`src/rtl/hba_pkg.sv`:
```
`timescale 1ns/1ps
package hba_pkg;
   typedef enum logic {
      HBA_UPDATE = 1'b0,
      HBA_FINAL  = 1'b1
   } hba_kind_e;

   localparam int unsigned HBA_WORD_BYTES = 4;
endpackage

```
`src/rtl/hba_quota.sv`:
```
`timescale 1ns/1ps
module hba_quota #(
   parameter int unsigned LEN_W  = 32,
   parameter int unsigned BLK_LG = 6,
   parameter int unsigned FILL_W = 7
) (
   input  logic [FILL_W-1:0] held,
   input  logic [LEN_W-1:0]  req_len,
   input  logic              final_req,
   output logic              ovf,
   output logic [LEN_W-1:0]  quota
);
   localparam logic [LEN_W-1:0] BLK_MASK  = ~LEN_W'((1 << BLK_LG) - 1);
   localparam logic [LEN_W-1:0] WORD_MASK = ~LEN_W'(hba_pkg::HBA_WORD_BYTES - 1);

   logic [LEN_W:0] sum;

   always_comb begin
      sum   = {1'b0, req_len} + (LEN_W+1)'(held);
      ovf   = sum[LEN_W];
      quota = final_req ? (sum[LEN_W-1:0] & WORD_MASK) : (sum[LEN_W-1:0] & BLK_MASK);
   end
endmodule

```
`src/rtl/hba_byte_buffer.sv`:
```
`timescale 1ns/1ps
module hba_byte_buffer #(
   parameter int unsigned DEPTH = 64,
   localparam int unsigned FILL_W = $clog2(DEPTH + 1),
   localparam int unsigned WIDTH  = DEPTH * 8
) (
   input  logic              clk,
   input  logic              rst_n,
   input  logic              clr,
   input  logic              load,
   input  logic [FILL_W-1:0] load_fill,
   input  logic [WIDTH-1:0]  load_data,
   input  logic              push,
   input  logic [7:0]        push_byte,
   input  logic              pop,
   output logic [FILL_W-1:0] fill,
   output logic [WIDTH-1:0]  data
);
   localparam int unsigned WB = hba_pkg::HBA_WORD_BYTES;

   logic [WIDTH-1:0]  data_nxt;
   logic [FILL_W-1:0] wr_pos;
   logic [FILL_W-1:0] fill_nxt;

   always_comb begin
      data_nxt = pop ? (data >> (WB * 8)) : data;
      wr_pos   = pop ? (fill - FILL_W'(WB)) : fill;
      if (push) data_nxt[{wr_pos, 3'b000} +: 8] = push_byte;
      fill_nxt = wr_pos + FILL_W'(push);
   end

   always_ff @(posedge clk or negedge rst_n) begin
      if (!rst_n) begin
         data <= '0;
         fill <= '0;
      end else if (load) begin
         data <= load_data;
         fill <= load_fill;
      end else if (clr) begin
         data <= '0;
         fill <= '0;
      end else begin
         data <= data_nxt;
         fill <= fill_nxt;
      end
   end


   push_overflow_chk: assert property (@(posedge clk) disable iff (!rst_n)
      push |-> fill < FILL_W'(DEPTH));

   pop_underflow_chk: assert property (@(posedge clk) disable iff (!rst_n)
      pop |-> fill >= FILL_W'(WB));

   fill_bound_chk: assert property (@(posedge clk) disable iff (!rst_n)
      fill <= FILL_W'(DEPTH));
endmodule

```
`src/rtl/hba_credit.sv`:
```
`timescale 1ns/1ps
module hba_credit #(
   parameter int unsigned SPACE_W = 6,
   parameter int unsigned INIT    = 32
) (
   input  logic               clk,
   input  logic               rst_n,
   input  logic               start,
   input  logic               take,
   input  logic [SPACE_W-1:0] space,
   output logic               avail
);
   if (INIT == 0 || INIT >= (1 << SPACE_W)) begin : g_bad_init
      $error("hba_credit: INIT must be nonzero and fit in SPACE_W bits");
   end

   logic [SPACE_W-1:0] credit;

   always_ff @(posedge clk or negedge rst_n) begin
      if (!rst_n)                credit <= SPACE_W'(INIT);
      else if (start)            credit <= SPACE_W'(INIT);
      else if (take)             credit <= credit - 1'b1;
      else if (credit == '0)     credit <= space;
   end

   assign avail = (credit != '0);


   credit_take_chk: assert property (@(posedge clk) disable iff (!rst_n)
      take |-> credit != '0);

   credit_reload_chk: assert property (@(posedge clk) disable iff (!rst_n)
      (credit == '0 && !start) |=> credit == $past(space));
endmodule

```
`src/rtl/hash_block_aligner.sv`:
```
`timescale 1ns/1ps
module hash_block_aligner #(
   parameter int unsigned BLK_BYTES   = 64,
   parameter int unsigned LEN_W       = 32,
   parameter int unsigned CNT_W       = 64,
   parameter int unsigned SPACE_W     = 6,
   parameter int unsigned CREDIT_INIT = 32
) (
   input  logic                   clk,
   input  logic                   rst_n,
   input  logic                   cmd_valid,
   output logic                   cmd_ready,
   input  logic                   cmd_final,
   input  logic [LEN_W-1:0]       cmd_len,
   output logic                   cmd_err,
   input  logic                   in_valid,
   output logic                   in_ready,
   input  logic [7:0]             in_data,
   output logic                   out_valid,
   input  logic                   out_ready,
   output logic [31:0]            out_data,
   input  logic [SPACE_W-1:0]     fifo_space,
   output logic                   tail_valid,
   output logic [23:0]            tail_data,
   output logic [1:0]             tail_nbytes,
   output logic [CNT_W-1:0]       tail_total,
   output logic                   busy,
   output logic [CNT_W-1:0]       ctx_count,
   output logic [BLK_BYTES*8-1:0] ctx_buf,
   input  logic                   rs_valid,
   input  logic [CNT_W-1:0]       rs_count,
   input  logic [BLK_BYTES*8-1:0] rs_buf
);
   import hba_pkg::*;

   localparam int unsigned BLK_LG = $clog2(BLK_BYTES);
   localparam int unsigned FILL_W = BLK_LG + 1;
   localparam int unsigned WB     = HBA_WORD_BYTES;

   if ((1 << BLK_LG) != BLK_BYTES || BLK_BYTES < 8) begin : g_bad_blk
      $error("hash_block_aligner: BLK_BYTES must be a power of two of at least 8");
   end
   if (LEN_W <= BLK_LG || CNT_W < LEN_W) begin : g_bad_width
      $error("hash_block_aligner: LEN_W must exceed BLK_LG and CNT_W must cover LEN_W");
   end

   logic [FILL_W-1:0]      fill;
   logic [BLK_BYTES*8-1:0] buf_data;
   logic [LEN_W-1:0]       rem_q, quota_q, quota_c;
   logic [CNT_W-1:0]       proc_cnt;
   hba_kind_e              kind_q;
   logic                   ovf, cmd_fire, start, push, pop, done, rs_fire, avail;

   hba_quota #(.LEN_W(LEN_W), .BLK_LG(BLK_LG), .FILL_W(FILL_W)) u_quota (
      .held(fill), .req_len(cmd_len), .final_req(cmd_final),
      .ovf(ovf), .quota(quota_c));

   hba_credit #(.SPACE_W(SPACE_W), .INIT(CREDIT_INIT)) u_credit (
      .clk(clk), .rst_n(rst_n), .start(start), .take(pop),
      .space(fifo_space), .avail(avail));

   hba_byte_buffer #(.DEPTH(BLK_BYTES)) u_buf (
      .clk(clk), .rst_n(rst_n), .clr(tail_valid), .load(rs_fire),
      .load_fill({1'b0, rs_count[BLK_LG-1:0]}), .load_data(rs_buf),
      .push(push), .push_byte(in_data), .pop(pop),
      .fill(fill), .data(buf_data));

   always_comb begin
      rs_fire   = rs_valid & ~busy;
      cmd_ready = ~busy & ~rs_valid;
      cmd_fire  = cmd_valid & cmd_ready;
      cmd_err   = cmd_fire & ovf;
      start     = cmd_fire & ~ovf & (cmd_final | (cmd_len != '0));
      in_ready  = busy & (rem_q != '0) & (fill < FILL_W'(BLK_BYTES));
      out_valid = busy & (quota_q != '0) & (fill >= FILL_W'(WB)) & avail;
      push      = in_valid & in_ready;
      pop       = out_valid & out_ready;
      done      = busy & (rem_q == '0) & (quota_q == '0);
      tail_valid  = done & (kind_q == HBA_FINAL);
      tail_nbytes = fill[1:0];
      tail_total  = proc_cnt + CNT_W'(fill);
      ctx_count   = proc_cnt + CNT_W'(fill);
      ctx_buf     = buf_data;
      out_data    = buf_data[31:0];
   end

   for (genvar b = 0; b < WB - 1; b++) begin : g_tail_lane
      assign tail_data[b*8 +: 8] = (fill > FILL_W'(b)) ? buf_data[b*8 +: 8] : 8'h00;
   end

   always_ff @(posedge clk or negedge rst_n) begin
      if (!rst_n) begin
         busy    <= 1'b0;
         rem_q   <= '0;
         quota_q <= '0;
         kind_q  <= HBA_UPDATE;
      end else if (start) begin
         busy    <= 1'b1;
         rem_q   <= cmd_len;
         quota_q <= quota_c;
         kind_q  <= hba_kind_e'(cmd_final);
      end else begin
         if (done) busy <= 1'b0;
         if (push) rem_q <= rem_q - 1'b1;
         if (pop)  quota_q <= quota_q - LEN_W'(WB);
      end
   end

   always_ff @(posedge clk or negedge rst_n) begin
      if (!rst_n)          proc_cnt <= '0;
      else if (rs_fire)    proc_cnt <= {rs_count[CNT_W-1:BLK_LG], {BLK_LG{1'b0}}};
      else if (tail_valid) proc_cnt <= '0;
      else if (pop)        proc_cnt <= proc_cnt + CNT_W'(WB);
   end


   in_handshake_chk: assert property (@(posedge clk) disable iff (!rst_n)
      in_ready |-> busy);

   out_hold_chk: assert property (@(posedge clk) disable iff (!rst_n)
      (out_valid && !out_ready) |=> (out_valid && $stable(out_data)));

   tail_reset_chk: assert property (@(posedge clk) disable iff (!rst_n)
      tail_valid |=> (!busy && ctx_count == '0));

   err_noeffect_chk: assert property (@(posedge clk) disable iff (!rst_n)
      cmd_err |=> (!busy && $stable(ctx_count)));

   empty_update_chk: assert property (@(posedge clk) disable iff (!rst_n)
      (cmd_fire && !cmd_final && cmd_len == '0) |=> (!busy && $stable(ctx_count)));

   retained_bound_chk: assert property (@(posedge clk) disable iff (!rst_n)
      $fell(busy) |-> fill < FILL_W'(BLK_BYTES));
endmodule

```
`config.mk`:
```
export PLATFORM = sky130hd
export DESIGN_NAME = hash_block_aligner
export DESIGN_NICKNAME = d
export VERILOG_FILES = /design/src/rtl/hba_pkg.sv /design/src/rtl/hba_quota.sv /design/src/rtl/hba_byte_buffer.sv /design/src/rtl/hba_credit.sv /design/src/rtl/hash_block_aligner.sv
export SDC_FILE = /design/constraint.sdc
export NUM_CORES = 2
export LEC_CHECK = 0
export BUFFER_PORTS_ARGS = -buffer_cell sky130_fd_sc_hd__buf_2
export CAP_MARGIN = 15
export CORE_AREA = 2 2 515 517
export DETAILED_ROUTE_END_ITERATION = 8
export DIE_AREA = 0 0 517 519
export GPL_TIMING_DRIVEN = 0
export PLACE_DENSITY_LB_ADDON = 0.05
export RECOVER_POWER = 50
export SLEW_MARGIN = 10
export SYNTH_ARGS = -nofsm -noshare
export SYNTH_HDL_FRONTEND = slang
export SYNTH_SLANG_ARGS = --single-unit
```
`constraint.sdc`:
```
create_clock -name clk -period 3.9 [get_ports clk]
set_input_delay 0.39 -clock clk [delete_from_list [all_inputs] [get_ports clk]]
set_output_delay 0.39 -clock clk [all_outputs]
set_load 0.01 [all_outputs]
```
Yosys cells after proc, flatten, opt, wreduce, memory -nomap -nowiden
Cells that the tools add are included.

Bits in registers: 655. Bits of input ports: 629. Word-level logic and storage cells: 80.

Add/subtract/negate cells: 9. $lt $le $gt $ge: 5. Shift-type cells: 2. Muxes and demuxes: 24. Bitwise logic cells: 20. Reduce and logical (&&, ||, !) cells: 12.

Operator list (count): 512-bit 2-to-1 mux (4); 512-bit bitwise mux (1); 8-bit by 12-bit variable shift with 512-bit output, first input constant (1); 8-bit by 12-bit variable part select with 512-bit output (1); 64-bit 2-to-1 mux (3); 32-bit 2-to-1 mux (4); 32-bit nonzero test (3); 64-bit by 3-bit adder with 64-bit output, second input constant (1); 64-bit by 7-bit adder with 64-bit output (1); 32-bit logical NOT (2); 32-bit by 7-bit adder with 33-bit output (1); 32-bit by 1-bit subtractor with 32-bit output, second input constant (1); 32-bit by 3-bit subtractor with 32-bit output, second input constant (1); 6-bit 2-to-1 mux (4); 8-bit 2-to-1 mux (3); 7-bit 2-to-1 mux (3); 1-bit bitwise AND (16); 7-bit by 1-bit greater-than comparator with 1-bit output, second input constant (2); 10-bit negator with 12-bit output (1); 7-bit by 1-bit adder with 7-bit output (1); 7-bit by 3-bit greater-or-equal comparator with 1-bit output, second input constant (1); 7-bit by 2-bit greater-than comparator with 1-bit output, second input constant (1); 7-bit less-than comparator, second input constant (1); 7-bit by 3-bit subtractor with 7-bit output, second input constant (1); 8 further kinds (14).

Longest topological paths before layout
Depth after elaboration: 12. Mapped depth: 15. Gate-level depth less buffers: 12.

Cells and area by module
Synthesis repeated with hierarchy kept, for this count alone.

Cells, all modules: 4172. Area total of the unflattened synthesis: 39858.2 um^2.

By module, submodules not included: hba_byte_buffer (instances 1, cells an instance 2808, area each 28826.4 um^2); hash_block_aligner (instances 1, cells an instance 1222, area each 9882.0 um^2); hba_quota (instances 1, cells an instance 101, area each 734.5 um^2); hba_credit (instances 1, cells an instance 41, area each 415.4 um^2).

Least setup slack after synthesis
Ideal clock, no wire load.

Path kind: reg2reg. Start point: reg quota_q[14]. End point: reg u_buf.data[38]. Arrival time: 3.919 ns. Required time: 3.751 ns. Setup slack: -0.167 ns. Cell stages (with the launch flop): 11. Buffers on the path: 2. Clock period less this slack: 4.067 ns. Cells stage by stage: dfrtp_1 -> or4_4 -> or4b_4 -> nor4_4 -> mux2i_1 -> nand2_2 -> nor3_1 -> and3_1 -> clkbuf_1 -> clkbuf_1 -> o311ai_0.

Cells in the longest elaborated chain, start to end: 12.

Ends and longest elaborated chain: start: declaration (RTL line hash_block_aligner.sv:49) `logic [LEN_W-1:0] rem_q, quota_q, quota_c;`; start signal: assignment (RTL line hash_block_aligner.sv:100) `quota_q <= quota_c;`; start signal: assignment (RTL line hash_block_aligner.sv:105) `if (pop) quota_q <= quota_q - LEN_W'(WB);`; 32-bit nonzero test (RTL line hash_block_aligner.sv:75) `out_valid = busy & (quota_q != '0) & (fill >= FILL_W'(WB)) & avail;`; 1-bit bitwise AND (3 in a row) (RTL line hash_block_aligner.sv:75); 1-bit bitwise AND (RTL line hash_block_aligner.sv:77) `pop = out_valid & out_ready;`; 7-bit 2-to-1 mux (RTL line hba_byte_buffer.sv:27) `wr_pos = pop ? (fill - FILL_W'(WB)) : fill;`; 10-bit negator with 12-bit output (RTL line hba_byte_buffer.sv:28) `if (push) data_nxt[{wr_pos, 3'b000} +: 8] = push_byte;`; 8-bit by 12-bit variable part select with 512-bit output / 8-bit by 12-bit variable shift with 512-bit output (equally long branches) (RTL line hba_byte_buffer.sv:28); 512-bit bitwise mux (RTL line hba_byte_buffer.sv:28); 512-bit 2-to-1 mux (RTL line hba_byte_buffer.sv:28); 512-bit 2-to-1 mux * (RTL line hba_byte_buffer.sv:39) `end else if (clr) begin`; 512-bit 2-to-1 mux * (RTL line hba_byte_buffer.sv:36) `end else if (load) begin`; end signal: assignment (RTL line hba_byte_buffer.sv:37) `data <= load_data;`; end signal: assignment (RTL line hba_byte_buffer.sv:43) `data <= data_nxt;`; end: declaration (RTL line hba_byte_buffer.sv:17) `output logic [WIDTH-1:0] data`.

Mark *: on every way between the ends. The rest lies on a longest branch, timed or not. A chain may end at the register's enable or synchronous reset.

Worst setup path after layout
Start point: reg quota_q[15]. End point: reg u_buf.data[455].

The elaborated chain is that of the path after synthesis.

==> impl_summary.log <==
[metrics] status: complete, but fails checks
[metrics] failing checks: max-capacitance violations, max-slew violations, negative setup slack
[metrics] pin count of the biggest net entering global routing: 87
[metrics] Synth async-reset ratio: 100%
[metrics] worst hold slack: 0.0644 ns
[metrics] Worst Clk Skew: 0.0548 ns
[metrics] Worst setup EP type: flip-flop
[metrics] destination of the worst register-to-register timing path: u_buf.data[455]$_DFF_PN0_
[metrics] buffer cell driving the clock tree root: sky130_fd_sc_hd__clkbuf_16
[metrics] total number of clock tree sinks: 651
[metrics] core area: roughly 260000 sq um
[metrics] number of max-slew violations in the final report: 148
[metrics] dpl hpwl: 337000 microns
[metrics] power density over cell area: 621 nW/um^2
[metrics] number of CTS-inserted buffers: 99
[metrics] prevailing post-synth register cell: sky130_fd_sc_hd__dfrtp_1
[metrics] fraction of power spent switching nets: about half
[metrics] post-detailed-route via-to-cell ratio: 4.78
[metrics] power consumption: approximately 46 mW
[metrics] origin of the worst min-delay path: fifo_space[4]
[metrics] Min-Delay Path Class: input port to flip-flop
[metrics] post-detailed-route DRC marker count: 0
[metrics] H-Tree Level Count: 3
[metrics] worst slack after detailed placement: -2.50 ns
[metrics] startpoint of the worst-slack reg-to-reg timing path: quota_q[15]$_DFFE_PN0N_
[metrics] WP data required: 4.53 ns
[metrics] nets in the synthesized netlist: 5172
[metrics] growth of design area from synthesis to finish: 83.8%
[metrics] critical-path maximum fanout: 8
[metrics] DIE AREA: around 270000 sq um
[metrics] Mapped Area: 39900 sq um
[metrics] sequential share of the synthesized area: about two fifths
[metrics] cells along the critical path: or4_4 > or4b_4 > or4_4 > a21oi_4 > nor3_4 > buf_6 > nor3b_4 > buf_12 > buf_8 > nand3_4 > mux2i_4 > a22o_1
[metrics] Clock power frac: a little over a fifth
[metrics] count of flip-flops with a built-in enable after synthesis: 0
[metrics] Critical path buffers and inverters: 3
[metrics] CP Data Arrival Time: 4.80 ns
[metrics] maximum buffer depth of the clock tree: 3
[metrics] post-synthesis instance total: 4522
[metrics] number of max-cap violations: 1
[metrics] clock transition time at the flip-flop clock pins of the worst setup and hold paths: 0.06 ns
[metrics] final standard cell count with taps included and fillers excluded: approximately 11000
[metrics] fin crit share: 107%
[metrics] number of warnings printed during yosys synthesis: 0
[metrics] Final setup viols: roughly 400
[metrics] crit-path max cell delay: 0.63 ns
[metrics] final setup margin: -0.274 ns
[metrics] synthesized area per cell: 8.83 sq um
[metrics] Chip Height: 519 microns
[metrics] R2R Setup Slk: -0.27 ns
[metrics] peak supply drop: about 0.35 mV
[metrics] Boundary Pins: 1333
[metrics] std cell rows: 189
[metrics] number of nets in the finished design: 7637
[metrics] leakage power figure: 31.9 nW
[metrics] RSZ-0062 raised after global routing: yes
[metrics] fill count: 28800
[metrics] count of unique library cells instantiated by Yosys: 80
[metrics] share of cells above drive strength 1: 38.6%
[metrics] most prevalent standard cell on the critical path: sky130_fd_sc_hd__or4_4
[metrics] clock tree from TritonCTS: built
[metrics] sw power: ~22 mW
[metrics] final total negative setup slack: -49.23 ns
[metrics] post-detailed-route count of antenna-violating nets: 0
[metrics] total global routing track utilization: 30.0%
[metrics] number of synthesized register bits: between 600 and 700
[metrics] aggregate global routing overflow: 0
[metrics] first-pass GRT wire length: 531000 microns
[metrics] Initial Util: 15.2%
[metrics] Buffers on Ports: ~1300
[metrics] initial DRC count: about 3800
[metrics] CP max stage cell: sky130_fd_sc_hd__or4_4
[metrics] total wire length after detailed routing: 418000 microns
[metrics] Worst Path Class, Setup: flip-flop to flip-flop
[metrics] achievable clock frequency: 0.240 GHz
[metrics] via count: about 50000
[metrics] delay-heaviest family, CP: simple AND/OR/NAND/NOR gates
[metrics] number of global-route vias before repair: 51100
[metrics] final hold violation count: 0
[metrics] Chip Width: between 500 and 600 microns
[metrics] number of antenna violations at the first check in global routing: 100
[metrics] wire length per cell: slightly below 40 microns
[metrics] length in cells of the worst reg-to-reg path: 12
[metrics] crit path time final: 4.17 ns
[metrics] RePlAce Congestion: approximately 0.87
[metrics] worst hold path endpoint: u_credit.credit[4]$_DFFE_PN0P_
[metrics] transition at the pin with the smallest max-transition slack: 2.03 ns
[metrics] internal cell power: 23.5 mW
[metrics] fraction of power consumed by combinational cells: 52.2%
[metrics] placed cell count: ~9400
[metrics] worst hold path stage count: 3
[metrics] clock latency on the worst-skew pair: about 0.78 ns
[metrics] commonest cells after routing, fill and taps aside: 931 x sky130_fd_sc_hd__buf_2, 778 x sky130_fd_sc_hd__nand2_1, 625 x sky130_fd_sc_hd__dfrtp_1, 595 x sky130_fd_sc_hd__dlygate4sd3_1, 479 x sky130_fd_sc_hd__clkbuf_1
[metrics] nature of the critical path startpoint: flip-flop
[metrics] leading cell type in the layout, fill and taps excluded: sky130_fd_sc_hd__buf_2
[metrics] relative slew slack: -35.1%
[metrics] sequential share of power: 26.7%
[metrics] number of detailed-route iterations in the first pass: 6
kinds of logic after synthesis:
family,share of synthesized area [%]
simple gates,20.9
compound gates,18.8
flops,40.8
buf+inv,5.72
mux,9.65
xor+xnor,3.55
fa+ha+maj,0.658
synthesized netlist by cell type (all sizes together), types with 49 or more instances:
master,n,area share [%]
o21ai,152,2.0
dfrtp,650,41
a211o,65,1.4
nand2,850,8.0
nor2,273,2.6
a21oi,215,2.8
buf,176,2.8
xnor2,92,2.0
nand3,227,2.9
mux2i,385,9.6
o211ai,52,1.0
a221o,134,3.4
o311ai,88,1.9
xor2,69,1.5
clkbuf,275,2.6
o221ai,116,2.5
nor3,179,2.4
and3,49,0.77
layout make-up:
class / count / area [sq um] / share of cell area (%)
clock inverters: 28 / 367 / 0.500
inverters: 34 / 128 / 0.174
plain buffers: 421 / 3820 / 5.20
repair buffers: 2393 / 18300 / 25.0
clock buffers: 151 / 2950 / 4.03
well taps: 3533 / 4420 / 6.02
multi-input cells: 3387 / 27000 / 36.8
flip-flops and latches: 651 / 16300 / 22.2
diodes: 37 / 92.6 / 0.126
per-layer routing:
| layer | up-vias | part of all wire [%] | global-route usage, % |
|---|---|---|---|
| met3 | 545 | 5.5 | 4.94 |
| met1 | 26500 | 42 | 37.6 |
| li1 | 21600 | - | - |
| met4 | 28 | 4.8 | 12.0 |
| met2 | 2201 | 48 | 50.6 |
| met5 | - | 0.043 | 0 |
flip-flops by register name, indices dropped and copies added, names as in the netlist:
name	count
busy	1
u_buf.data	512
u_buf.fill	7
kind_q	1
quota_q	30
proc_cnt	62
u_credit.credit	6
rem_q	32
through the flow:
step | area (sq um) | util, %
3_3_place_gp | 51100 | 19.4
6_report | 73400 | 27.9
2_1_floorplan | 40000 | -
5_1_grt | 73300 | 27.8
3_5_place_dp | 52300 | 19.9
4_1_cts | 69600 | 26.4
how the worst max path moves through the flow:
| stage | startpoint | to | slack (ns) | cells after the start |
|---|---|---|---|---|
| after floorplan | quota_q[8]$_DFFE_PN0N_ | u_buf.data[342]$_DFF_PN0_ | 0.004 | 12 |
| after global placement | rst_n | u_buf.data[285]$_DFF_PN0_ | -15.82 | 1 |
| after detailed placement | u_buf.fill[0]$_DFF_PN0_ | u_buf.data[119]$_DFF_PN0_ | -2.50 | 13 |
| after CTS | quota_q[15]$_DFFE_PN0N_ | u_buf.data[203]$_DFF_PN0_ | -0.30 | 15 |
| after global routing | quota_q[15]$_DFFE_PN0N_ | u_buf.data[196]$_DFF_PN0_ | -0.37 | 15 |
| final | quota_q[15]$_DFFE_PN0N_ | u_buf.data[455]$_DFF_PN0_ | -0.27 | 12 |
worst reg2reg max path, delay by kind of cell, from the launching register on:
| kind | cells | cell delay (ns) |
|---|---|---|
| buffers and inverters | 3 | 0.44 |
| flip-flops | 1 | 0.38 |
| multiplexers | 1 | 0.30 |
| AND/OR/NAND/NOR | 6 | 2.39 |
| AO/OA/AOI/OAI | 2 | 0.55 |
power by group through the flow:
stage	Clock (mW)	Combinational (mW)	Sequential (mW)
final	9.61	23.8	12.2
after global routing	10.0	24.9	12.2
after CTS	9.81	22.7	12.1
after detailed placement	0	17.4	12.2
after global placement	0	17.1	12.2
after floorplan	0	7.49	10.8
repair_timing:
| item | in CTS | in global routing |
|---|---|---|
| gates resized for setup | 1266 | 660 |
| endpoints found under the hold margin | 651 | 0 |
| setup buffers | 248 | 141 |
| gates cloned | 25 | 13 |
| pin swaps | 262 | 206 |
| setup endpoints to repair | 782 | 696 |
| hold buffers | 595 | 0 |
No activity file was read; power rests on OpenSTA's default activity.
